`src/rtl/uflash_pkg.sv`:
```
package uflash_pkg;

  localparam int MAGIC_W = 12;

  localparam logic [MAGIC_W-1:0] KEY_OFS_A = 12'h555;
  localparam logic [MAGIC_W-1:0] KEY_OFS_B = 12'h2AA;
  localparam logic [MAGIC_W-1:0] BASE_OFS  = 12'h000;

  localparam logic [7:0] KEY_VAL_A   = 8'hAA;
  localparam logic [7:0] KEY_VAL_B   = 8'h55;
  localparam logic [7:0] ERASE_ARM   = 8'h80;
  localparam logic [7:0] ERASE_GO    = 8'h30;
  localparam logic [7:0] PROG_ARM    = 8'hA0;
  localparam logic [7:0] READ_MODE   = 8'hF0;
  localparam logic [7:0] BLANK_BYTE  = 8'hFF;

  typedef enum logic [3:0] {
    ST_IDLE,
    ST_FETCH,
    ST_WRITE,
    ST_GAP,
    ST_POLL1,
    ST_POLL2,
    ST_POLL3,
    ST_CHK_RD,
    ST_CHK_CMP,
    ST_RST_WR,
    ST_RST_GAP,
    ST_SWP_RD,
    ST_SWP_CMP,
    ST_DONE
  } seq_state_e;

endpackage

```
`src/rtl/uflash_cmd_table.sv`:
```
module uflash_cmd_table
  import uflash_pkg::*;
(
  input  logic               is_erase,
  input  logic [2:0]         step,
  output logic [MAGIC_W-1:0] step_ofs,
  output logic [7:0]         step_val,
  output logic               step_is_data,
  output logic               step_last
);

  always_comb begin
    step_ofs     = BASE_OFS;
    step_val     = 8'h00;
    step_is_data = 1'b0;
    step_last    = 1'b0;
    if (step == 3'd0) begin
      step_ofs = KEY_OFS_A;
      step_val = KEY_VAL_A;
    end else if (step == 3'd1) begin
      step_ofs = KEY_OFS_B;
      step_val = KEY_VAL_B;
    end else if (is_erase) begin
      case (step)
        3'd2: begin step_ofs = KEY_OFS_A; step_val = ERASE_ARM; end
        3'd3: begin step_ofs = KEY_OFS_A; step_val = KEY_VAL_A; end
        3'd4: begin step_ofs = KEY_OFS_B; step_val = KEY_VAL_B; end
        default: begin
          step_ofs  = BASE_OFS;
          step_val  = ERASE_GO;
          step_last = 1'b1;
        end
      endcase
    end else begin
      if (step == 3'd2) begin
        step_ofs = KEY_OFS_A;
        step_val = PROG_ARM;
      end else begin
        step_is_data = 1'b1;
        step_last    = 1'b1;
      end
    end
  end

endmodule

```
`src/rtl/uflash_gap_timer.sv`:
```
module uflash_gap_timer #(
  parameter int GAP_CYC = 100
) (
  input  logic clk,
  input  logic rst_n,
  input  logic start,
  output logic expired
);

  localparam int CW = $clog2(GAP_CYC + 1);

  logic [CW-1:0] cnt;

  always_ff @(posedge clk) begin
    if (!rst_n)
      cnt <= '0;
    else if (start)
      cnt <= CW'(GAP_CYC - 1);
    else if (cnt != '0)
      cnt <= cnt - 1'b1;
  end

  assign expired = (cnt == '0);

endmodule

```
`src/rtl/uflash_toggle_poll.sv`:
```
module uflash_toggle_poll #(
  parameter int POLL_LIMIT = 1000000
) (
  input  logic       clk,
  input  logic       rst_n,
  input  logic       clear,
  input  logic       capture,
  input  logic       compare,
  input  logic [7:0] rdata,
  output logic       settled,
  output logic       exhausted
);

  localparam int AW = $clog2(POLL_LIMIT + 1);

  logic [7:0]    first_rd;
  logic [AW-1:0] tries;
  logic          same;

  assign same      = (first_rd == rdata);
  assign settled   = compare && same;
  assign exhausted = compare && !same && (tries == AW'(POLL_LIMIT - 1));

  always_ff @(posedge clk) begin
    if (!rst_n) begin
      first_rd <= '0;
      tries    <= '0;
    end else begin
      if (capture)
        first_rd <= rdata;
      if (clear)
        tries <= '0;
      else if (compare && !same)
        tries <= tries + 1'b1;
    end
  end

endmodule

```
`src/rtl/uflash_bank_prog.sv`:
```
module uflash_bank_prog
  import uflash_pkg::*;
#(
  parameter int BANK_BYTES  = 8192,
  parameter int BANK_STRIDE = 8192,
  parameter int NUM_BANKS   = 2,
  parameter int GAP_CYC     = 100,
  parameter int POLL_LIMIT  = 1000000,
  localparam int BANK_W = (NUM_BANKS > 1) ? $clog2(NUM_BANKS) : 1,
  localparam int OFS_W  = $clog2(BANK_STRIDE),
  localparam int FA_W   = BANK_W + OFS_W
) (
  input  logic              clk,
  input  logic              rst_n,
  input  logic              req_valid,
  output logic              req_ready,
  input  logic              req_erase,
  input  logic [BANK_W-1:0] req_bank,
  input  logic              src_valid,
  output logic              src_ready,
  input  logic [7:0]        src_data,
  output logic [FA_W-1:0]   fl_addr,
  output logic [7:0]        fl_wdata,
  output logic              fl_we,
  output logic              fl_oe,
  input  logic [7:0]        fl_rdata,
  output logic              busy,
  output logic              done,
  output logic              timed_out,
  output logic              verify_fail
);

  localparam int IDX_W = (BANK_BYTES > 1) ? $clog2(BANK_BYTES) : 1;
  localparam logic [IDX_W-1:0] LAST_IDX = IDX_W'(BANK_BYTES - 1);

  seq_state_e        state;
  logic              is_erase;
  logic [BANK_W-1:0] bank;
  logic [IDX_W-1:0]  idx;
  logic [2:0]        step;
  logic [7:0]        hold;

  logic [MAGIC_W-1:0] c_ofs;
  logic [7:0]         c_val;
  logic               c_data;
  logic               c_last;
  logic               gap_start;
  logic               gap_done;
  logic               poll_ok;
  logic               poll_dead;

  logic [FA_W-1:0] base_addr;
  logic [FA_W-1:0] idx_addr;
  logic [FA_W-1:0] cmd_addr;

  uflash_cmd_table u_tab (
    .is_erase     (is_erase),
    .step         (step),
    .step_ofs     (c_ofs),
    .step_val     (c_val),
    .step_is_data (c_data),
    .step_last    (c_last)
  );

  assign gap_start = (state == ST_WRITE) || (state == ST_RST_WR);

  uflash_gap_timer #(.GAP_CYC(GAP_CYC)) u_gap (
    .clk     (clk),
    .rst_n   (rst_n),
    .start   (gap_start),
    .expired (gap_done)
  );

  uflash_toggle_poll #(.POLL_LIMIT(POLL_LIMIT)) u_poll (
    .clk       (clk),
    .rst_n     (rst_n),
    .clear     (state == ST_WRITE),
    .capture   (state == ST_POLL2),
    .compare   (state == ST_POLL3),
    .rdata     (fl_rdata),
    .settled   (poll_ok),
    .exhausted (poll_dead)
  );

  assign base_addr = {bank, {OFS_W{1'b0}}};
  assign idx_addr  = base_addr + FA_W'(idx);
  assign cmd_addr  = base_addr + FA_W'(c_ofs);

  always_ff @(posedge clk) begin
    if (!rst_n) begin
      state       <= ST_IDLE;
      is_erase    <= 1'b0;
      bank        <= '0;
      idx         <= '0;
      step        <= '0;
      hold        <= '0;
      timed_out   <= 1'b0;
      verify_fail <= 1'b0;
    end else begin
      case (state)
        ST_IDLE: begin
          if (req_valid) begin
            is_erase    <= req_erase;
            bank        <= req_bank;
            idx         <= '0;
            step        <= '0;
            timed_out   <= 1'b0;
            verify_fail <= 1'b0;
            state       <= req_erase ? ST_WRITE : ST_FETCH;
          end
        end
        ST_FETCH: begin
          if (src_valid) begin
            hold  <= src_data;
            step  <= '0;
            state <= ST_WRITE;
          end
        end
        ST_WRITE: state <= ST_GAP;
        ST_GAP: begin
          if (gap_done) begin
            if (c_last)
              state <= ST_POLL1;
            else begin
              step  <= step + 3'd1;
              state <= ST_WRITE;
            end
          end
        end
        ST_POLL1: state <= ST_POLL2;
        ST_POLL2: state <= ST_POLL3;
        ST_POLL3: begin
          if (poll_ok)
            state <= is_erase ? ST_RST_WR : ST_CHK_RD;
          else if (poll_dead) begin
            timed_out <= 1'b1;
            state     <= ST_RST_WR;
          end else
            state <= ST_POLL1;
        end
        ST_CHK_RD: state <= ST_CHK_CMP;
        ST_CHK_CMP: begin
          if (fl_rdata != hold)
            verify_fail <= 1'b1;
          if (idx == LAST_IDX)
            state <= ST_RST_WR;
          else begin
            idx   <= idx + 1'b1;
            state <= ST_FETCH;
          end
        end
        ST_RST_WR: state <= ST_RST_GAP;
        ST_RST_GAP: begin
          if (gap_done) begin
            if (is_erase && !timed_out) begin
              idx   <= '0;
              state <= ST_SWP_RD;
            end else
              state <= ST_DONE;
          end
        end
        ST_SWP_RD: state <= ST_SWP_CMP;
        ST_SWP_CMP: begin
          if (fl_rdata != BLANK_BYTE)
            verify_fail <= 1'b1;
          if (idx == LAST_IDX)
            state <= ST_DONE;
          else begin
            idx   <= idx + 1'b1;
            state <= ST_SWP_RD;
          end
        end
        ST_DONE: state <= ST_IDLE;
        default: state <= ST_IDLE;
      endcase
    end
  end

  assign req_ready = (state == ST_IDLE);
  assign src_ready = (state == ST_FETCH);
  assign busy      = (state != ST_IDLE);
  assign done      = (state == ST_DONE);
  assign fl_we     = (state == ST_WRITE) || (state == ST_RST_WR);
  assign fl_oe     = (state == ST_POLL1) || (state == ST_POLL2) ||
                     (state == ST_CHK_RD) || (state == ST_SWP_RD);

  always_comb begin
    fl_addr  = base_addr;
    fl_wdata = 8'h00;
    case (state)
      ST_WRITE: begin
        fl_addr  = c_data ? idx_addr : cmd_addr;
        fl_wdata = c_data ? hold : c_val;
      end
      ST_RST_WR: fl_wdata = READ_MODE;
      ST_CHK_RD, ST_SWP_RD: fl_addr = idx_addr;
      default: fl_addr = base_addr;
    endcase
  end

endmodule

```
`config.mk`:
```
export PLATFORM = sky130hd
export DESIGN_NAME = uflash_bank_prog
export DESIGN_NICKNAME = d
export VERILOG_FILES = /design/src/rtl/uflash_pkg.sv /design/src/rtl/uflash_cmd_table.sv /design/src/rtl/uflash_gap_timer.sv /design/src/rtl/uflash_toggle_poll.sv /design/src/rtl/uflash_bank_prog.sv
export SDC_FILE = /design/constraint.sdc
export NUM_CORES = 1
export LEC_CHECK = 0
export ABC_AREA = 1
export BUFFER_PORTS_ARGS = -buffer_cell sky130_fd_sc_hd__buf_2
export CAP_MARGIN = 20
export CORE_MARGIN = 4
export CORE_UTILIZATION = 30
export DETAILED_ROUTE_END_ITERATION = 16
export PLACE_DENSITY = 0.44
export SLEW_MARGIN = 5
export SYNTH_ARGS = -nofsm -noshare
export SYNTH_HDL_FRONTEND = slang
export SYNTH_SLANG_ARGS = --single-unit
```
`constraint.sdc`:
```
create_clock -name clk -period 2.5 [get_ports clk]
set_input_delay 0.5 -clock clk [delete_from_list [all_inputs] [get_ports clk]]
set_output_delay 0.5 -clock clk [all_outputs]
set_load 0.03 [all_outputs]
```
Word level (Yosys, flattened, before mapping) --
Cells that the tools add are included. Widths: inputs -> output; s select.
Word-level totals: logic and storage cells 139, output and inout port bits 30, bits in latches 0, memories 0, memory bits (writable) 0, bits of input ports 22, bits in registers 67, ROM bits 0
Operators by class: multipliers 0, shift-type cells 0, magnitude comparators 0, eq/ne operators 33, add/subtract/negate cells 6, divide/modulo/power cells 0, bitwise logic cells 1, multiplexer cells 54, reduce and logical (&&, ||, !) cells 33
Operator list (count):
- $mux 13 | 4
- $pmux 4 s13 | 1
- $mux 8 | 5
- $pmux 13 s3 | 1
- $mux 12 | 3
- $mux 4 | 8
- $pmux 14 s2 | 1
- $eq 4x4->1 const B | 6
- $pmux 8 s3 | 1
- $ne 2x2->1 const B | 11
- $pmux 11 s2 | 1
- $mux 3 | 7
- $add 20x1->20 const B | 1
- $eq 20x20->1 const B | 1
- $eq 4x3->1 const B | 4
- $pmux 8 s2 | 1
- $add 14x12->14 | 1
- $add 14x13->14 | 1
- $mux 14 | 1
- $mux 7 | 2
- $add 13x1->13 const B | 1
- $eq 13x13->1 const B | 1
- $mux 1 | 13
- $reduce_and 4->1 | 3
- other kinds (30) | 48

Depth between registers and ports, before layout --
Gate-level depths: netlist of the first run.
depth in word-level cells 9, mapped depth 13, gate-level depth less buffers 13

Hierarchy --
Synthesis of the first run repeated with hierarchy kept, for this count alone.
Second synthesis, totals: cell total of the unflattened synthesis 775, area total of the unflattened synthesis 4744.6 sq um
By module, submodules not included:
- uflash_bank_prog | area each 2319.7 sq um, sequential area each 640.6 sq um, times used 1, cells each 378
- uflash_toggle_poll | area each 1789.2 sq um, sequential area each 560.5 sq um, times used 1, cells each 297
- uflash_gap_timer | area each 400.4 sq um, sequential area each 140.1 sq um, times used 1, cells each 56
- uflash_cmd_table | area each 235.2 sq um, sequential area each 0.0 sq um, times used 1, cells each 44

Worst setup path before layout of the first run --
No wires, ideal clock.
kind register -> output, start reg step[0], end out fl_addr[1], setup slack -0.028 ns, data required time 2.000 ns, arrival time 2.028 ns, path buffers 0, stages on the path, launching flop included 10, path through dfxtp_1 inv_1 ha_1 a21oi_1 nand2_1 inv_1 nand2_1 nand2_1 inv_1 o21ai_0
Between the ends: word-level cells in the longest chain between the ends 9, elaborated cells on any way between the ends 18, classes of those cells 1 x add/sub; 4 x eq/ne; 11 x mux; 2 x reduce/logical
RTL lines:
- start: declaration | RTL line uflash_bank_prog.sv:40 | logic [2:0] step;
- start signal: assignment | RTL line uflash_bank_prog.sv:125 | step <= step + 3'd1;
- $eq 3x2->1, on equally long branches | RTL line uflash_cmd_table.sv:24, uflash_cmd_table.sv:35
- $reduce_or 2->1 (no source line)
- $pmux 11 s2 | RTL line uflash_cmd_table.sv:24 | case (step)
- $mux 12 | RTL line uflash_cmd_table.sv:23 | end else if (is_erase) begin
- $mux 12 | RTL line uflash_cmd_table.sv:20 | end else if (step == 3'd1) begin
- $mux 12 | RTL line uflash_cmd_table.sv:17 | if (step == 3'd0) begin
- $add 14x12->14 | RTL line uflash_bank_prog.sv:87 | assign cmd_addr = base_addr + FA_W'(c_ofs);
- $mux 14 (*) | RTL line uflash_bank_prog.sv:192 | fl_addr = c_data ? idx_addr : cmd_addr;
- $pmux 14 s2 (*) | RTL line uflash_bank_prog.sv:190 | case (state)
- end: declaration | RTL line uflash_bank_prog.sv:22 | output logic [FA_W-1:0] fl_addr,
Mark *: on every way between the ends. The rest lies on a longest branch, timed or not.

Final worst setup path of the first run --
start reg step[0], end out fl_wdata[5]
Between the ends: word-level cells in the longest chain between the ends 7, elaborated cells on any way between the ends 16, classes of those cells 4 x eq/ne; 11 x mux; 1 x reduce/logical
RTL lines:
- $eq 3x3->1, or another cell as far along | RTL line uflash_cmd_table.sv:24
- $pmux 8 s3, or another cell as far along | RTL line uflash_cmd_table.sv:24
- $mux 8 / $mux 1 (equally long branches) | RTL line uflash_cmd_table.sv:23
- $mux 8 / $mux 1 (equally long branches) | RTL line uflash_cmd_table.sv:20
- $mux 8 / $mux 1 (equally long branches) | RTL line uflash_cmd_table.sv:17
- $mux 8 (*) | RTL line uflash_bank_prog.sv:193 | fl_wdata = c_data ? hold : c_val;
- $pmux 8 s2 (*) | RTL line uflash_bank_prog.sv:190
- end: declaration | RTL line uflash_bank_prog.sv:23 | output logic [7:0] fl_wdata,
Marks and branches as above.

==> run metrics, run 1 <==
most frequent cells in the layout 163 x nand2_1, 82 x inv_1, 76 x nor2_1; DRC viols 0; Antenna diodes 0; critical path's largest stage delay between 0.3 and 0.4 ns; register area share after synthesis 0.3217; Max VDD drop 524.0 uV; Starting Density 0.3111; Final Net Count roughly 770; endpoint class of the critical path output pin; CTS tree built; fmax between 400 and 500 MHz; Pwr Total 5.032 mW; Unique masters post-synth 32; Ports 52; Final GP Congestion ~0.90; crit path cell chain inv_1 -> ha_2 -> inv_2 -> nor2_4 -> nor2_2 -> nand2_2 -> inv_2 -> buf_4 -> nand2_1 -> a41oi_1 -> buf_4; final wirelength 12440 um; final setup violation count 0; antenna violations before repair 0; vias per cell roughly 4.8; min cycle time layout about 2.4 ns; Hold Startpoint req_bank; Mean Syn Cell Area 6.195 sq um; Min Hold Slack around 0.43 ns; asr flop ratio synth 0; clock skew approximately 0.0084 ns; Critical Path RT about 2.0 ns; pre-CTS WS -0.009055 ns; vias in the first global route around 4300; CTS clk-pin slew, worst paths roughly 0.06 ns; largest net degree at the start of global routing 27; H-tree lvl count 3; first-pass GRT wire length just over 20000 um; Buf/Inv on CP 5; worst slew pin tran 0.7325 ns; synthesized net count ~700; DR pass1 iterations 5; crit start category flop; crit path launch step[0]; core area approximately 0.013 sq mm; Rel. slew slack 0.5112; r2r startpoint idx[0]; multi-input logic area about 0.0025 sq mm; clock buffer depth 2; CP max stage cell dfxtp_2; share of layout cells above drive strength 1 0.1898; Placed Area around 0.0046 sq mm; row count between 40 and 50; GRT Total Usage 0.1575; Final Util 0.3899; Seq cells post-synth 67; leading cell type in the layout, fill and taps excluded nand2_1; Reg area roughly 0.0013 sq mm; Crit path max-delay family buffers and inverters; Die Wd between 100 and 150 um; Area Overhead vs Synth 25.33%; TritonCTS buffer count 9; status complete, no violations; Clock Latency Late Sink 0.34 ns; GRT overflow 0; Root Buffer clkbuf_16; Post-synth top flop dfxtp_1; Inst Count DP 895; pwr/cell area 963.2 mW/mm^2; Non-Filler Instances roughly 920; unrepaired setup endpoints after global routing true; routed len/inst about 14 um; MaxCap Viol Count 0; Setup Crit Path Kind reg2out; Slew Limit Fails 0; Hold Fails Final Rpt 0; initial DRC count 260; final worst slack roughly 0.065 ns; I/O Buffers about 50; via count ~4400; remaining antenna violation count 0; CP Max Fanout 6; Post-synth EDFFs 0; synthesized area about 0.0042 sq mm; clock sink count 67; Die H 125.9 um; Setup TNS 0 ns; Arr. time, crit path ~1.9 ns; worst hold path class in2reg; post-DP HPWL between 9000 and 10000 um; fin area about 0.0052 sq mm; Final Cycle Share 0.9739; LEAKAGE 2.152 nW; Synth Instances about 670; Filler Cells Inserted between 1000 and 1500; Total Die Area about 0.016 sq mm; Synth Warn # 0
## layout make-up
| cell class | instances | share of cell area |
|---|---|---|
| clock buffer | 12 | 0.04909 |
| clock inverter | 4 | 0.01389 |
| inverter | 97 | 0.07064 |
| multi-input combinational | 496 | 0.4801 |
| sequential | 67 | 0.2581 |
| tap | 176 | 0.04215 |
| timing repair buffer | 67 | 0.08597 |
## worst paths after layout
kind	endpoint	depth (start not counted)	slack (ns)
worst min register to register	verify_fail	2	0.45
worst min-delay path	bank	3	0.43
worst max register to register	idx[1]	10	0.51
worst max-delay path	fl_wdata[5]	11	0.07
## per-layer routing
metal,share of wire,global-route usage,up-vias
li1,-,-,2298
met1,0.47,0.1986,1992
met2,0.48,0.2623,68
met3,0.029,0.04191,17
met4,0.015,0.05047,0
met5,0,0,-
## cell usage after synthesis, types with 7 or more instances
master | n | area [sq um]
nand2_1 | 168 | 630.6
inv_1 | 90 | 337.8
nor2_1 | 81 | 304.0
a21oi_1 | 67 | 335.3
dfxtp_1 | 67 | 1341
o21ai_0 | 59 | 295.3
nand3_1 | 31 | 155.2
nor3_1 | 17 | 85.08
nand4_1 | 15 | 93.84
xor2_1 | 12 | 105.1
ha_1 | 8 | 100.1
xnor2_1 | 8 | 70.07
clkbuf_1 | 7 | 26.28
inv_2 | 7 | 26.28
## tightest hold or removal path, stage by stage
cell,delay (ns)
buf_2,0.09
nand3_1,0.07
a21oi_1,0.06
## sequential cells by signal (all words and copies together) (netlist names)
signal,cells
timed_out,1
verify_fail,1
u_poll.first_rd,8
hold,8
idx,13
state,4
is_erase,1
u_gap.cnt,7
step,3
u_poll.tries,20
bank,1
## report_power, final
part | internal, mW | switching [mW] | total [mW]
logic | 0.761 | 1.52 | 2.28
clock network | 0.926 | 0.484 | 1.41
registers | 1.22 | 0.128 | 1.34
total | 2.90 | 2.13 | 5.03
## what timing repair did
| action | 4_1_cts | 5_1_grt |
|---|---|---|
| hold buffers | 0 | 0 |
| gates resized for setup | 31 | 64 |
| pin swaps | 0 | 6 |
| endpoints found under the setup margin | 21 | 21 |
| buffers inserted | 3 | 5 |
## kinds of logic after synthesis
| kind of cell | synth area share |
|---|---|
| and+or+nand+nor | 0.3460 |
| xor gates and xnor gates | 0.04202 |
| buffers and inverters | 0.1035 |
| adders and majority gates | 0.02401 |
| DFF | 0.3217 |
| AOI/OAI and AO/OA | 0.1627 |
No activity file was read; power rests on OpenSTA's default activity.
==> run 2: changes to the inputs <==
--- a/config.mk
+++ b/config.mk
@@ -8,6 +8,7 @@
 export ABC_AREA = 1
 export BUFFER_PORTS_ARGS = -buffer_cell sky130_fd_sc_hd__buf_2
 export CAP_MARGIN = 20
+export CORE_ASPECT_RATIO = 0.7
 export CORE_MARGIN = 4
 export CORE_UTILIZATION = 30
 export DETAILED_ROUTE_END_ITERATION = 16
==> run 2 against run 1 <==
Against the previous run:
- first-iteration DRC count is 0.38% higher
- critical path type unchanged
- via count is 1.4% higher
- global-route usage is 1.2 points higher
- cell count is 1.3% higher
- clock skew is 0.00080 ns lower
- worst hold slack better by 0.021 ns
- fmax is 0.50% higher
- highest routed layer unchanged
- combinational power is 4% higher
- power is 2.0% higher
- non-clock buffer count is 3 higher
==> run metrics, run 2 (synthesis results as in run 1) <==
Non-Filler Instances 931 (+1.3%); row count 35 (-17%); Arr. time, crit path 1.92 ns (about the same); Hold Fails Final Rpt 0 (unchanged); Final Cycle Share 0.9691 (-0.004843); Final Net Count 771 (+0.39%); Final GP Congestion 0.8957 (-0.49%); Root Buffer clkbuf_16; MaxCap Viol Count 0 (unchanged); Inst Count DP 905 (+1.1%); GRT overflow 0 (unchanged); fin area 0.005249 sq mm (+0.45%); Total Die Area 0.01588 sq mm (+0.19%); worst hold path class in2reg; routed len/inst 14.19 um (+4.9%); Die Wd 148.9 um (+18%); CTS clk-pin slew, worst paths 0.06 ns (about the same); Final Util 0.3917 (+0.001774); antenna violations before repair 0 (unchanged); worst slew pin tran 0.7204 ns (-0.01209 ns); Critical Path RT 2.00 ns (about the same); LEAKAGE 2.177 nW (+1.2%); clock buffer depth 2 (unchanged); DR pass1 iterations 5 (unchanged); H-tree lvl count 3 (unchanged); most frequent cells in the layout 162 x nand2_1, 84 x inv_1, 76 x nor2_1; Rel. slew slack 0.5192 (+0.008071); Pwr Total 5.133 mW (+2.0%); clock sink count 67 (unchanged); endpoint class of the critical path output pin; TritonCTS buffer count 9 (unchanged); final setup violation count 0 (unchanged); final wirelength 13210 um (+6.2%); vias in the first global route 4136 (-4.0%); Die H 106.6 um (-15%); post-DP HPWL 9929 um (+6.5%); largest net degree at the start of global routing 24 (-11%); Setup TNS 0 ns (unchanged); Setup Crit Path Kind reg2out; remaining antenna violation count 0 (unchanged); vias per cell 4.767 (+0.13%); Clock Latency Late Sink 0.34 ns (about the same); Largest register FFs 20 (unchanged); Slew Limit Fails 0 (unchanged); I/O Buffers 51 (unchanged); leading cell type in the layout, fill and taps excluded nand2_1; initial DRC count 261 (+0.38%); CTS tree built; Area Overhead vs Synth 25.90%; status complete, no violations; hold buffers post-CTS 0 (unchanged); min cycle time layout 2.423 ns (-0.01211 ns); Placed Area 0.004656 sq mm (+0.40%); first-pass GRT wire length 21350 um (+3.5%); DRC viols 0 (unchanged); via count 4438 (+1.4%); crit start category flop; CP Max Fanout 3 (-3); Starting Density 0.3111 (unchanged); clock skew 0.007630 ns (-0.0008007 ns); Largest regs u_poll.tries (20), idx (13); Antenna diodes 0 (unchanged); Most flops, register u_poll.tries; GRT Total Usage 0.1690 (+0.01151); Ports 52 (unchanged); Max VDD drop 409.8 uV (-22%); core area 0.01340 sq mm (unchanged); share of layout cells above drive strength 1 0.1863 (-0.003444); pwr/cell area 977.9 mW/mm^2 (+1.5%); fmax 412.8 MHz (+0.50%)
run 2: layer usage:
metal  part of all wire  track usage  vias to the layer above  routed length (um)
met5                  0            0                        -                   0
met4              0.013      0.04637                        0                 176
met3              0.054      0.04351                       14                 717
met2               0.39       0.2314                       94                5157
met1               0.54       0.2581                     2035                7157
li1                   -            -                     2295                   -
run 2: cell type report:
cell class              instances  area, sq um
clock inverters                 6        87.58
clock buffers                  10        239.0
fillers                      1495         8152
flip-flops and latches         67         1348
inverters                      97        366.6
multi-input cells             496         2519
well taps                     185        231.5
repair buffers                 70        457.9
run 2: final timing paths:
check	startpoint	end	slack, ns	cells past startpoint
setup / recovery	step[0]	fl_wdata[1]	0.08	11
hold reg to reg	verify_fail	verify_fail	0.48	2
setup reg to reg	u_gap.cnt[0]	step[0]	0.45	9
hold / removal	src_data[1]	hold[1]	0.45	3
run 2: worst max-delay path, cell delays in order (launching register included):
cell,delay [ns]
dfxtp_2,0.35
inv_1,0.06
ha_2,0.19
inv_2,0.09
nor2_4,0.05
nor2_2,0.10
nand2_2,0.09
buf_4,0.15
nand3_1,0.08
nand2_1,0.08
a21oi_1,0.16
buf_4,0.19
run 2: power by group:
group / total, mW / internal, mW / switching (mW)
clock: 1.41 / 0.902 / 0.508
sequential: 1.35 / 1.21 / 0.134
combinational: 2.37 / 0.794 / 1.58
total: 5.13 / 2.91 / 2.22
run 2: what timing repair did:
action,4_1_cts,5_1_grt
gates cloned,0,0
pin swaps,0,4
hold endpoints to repair,0,0
gates resized for setup,32,53
setup buffers,3,7
setup endpoints to repair,21,21
run 2: metrics by stage:
| stage | worst slack, ns | hold WS (ns) |
|---|---|---|
| 6_report | 0.07735 | 0.4534 |
| 5_1_grt | -0.005353 | 0.4604 |
| 4_1_cts | 0.0008442 | 0.4415 |
| 3_5_place_dp | 0.05290 | 0.4673 |
| 3_3_place_gp | 0.1391 | 0.4621 |
| 2_1_floorplan | -0.02832 | 0.4413 |
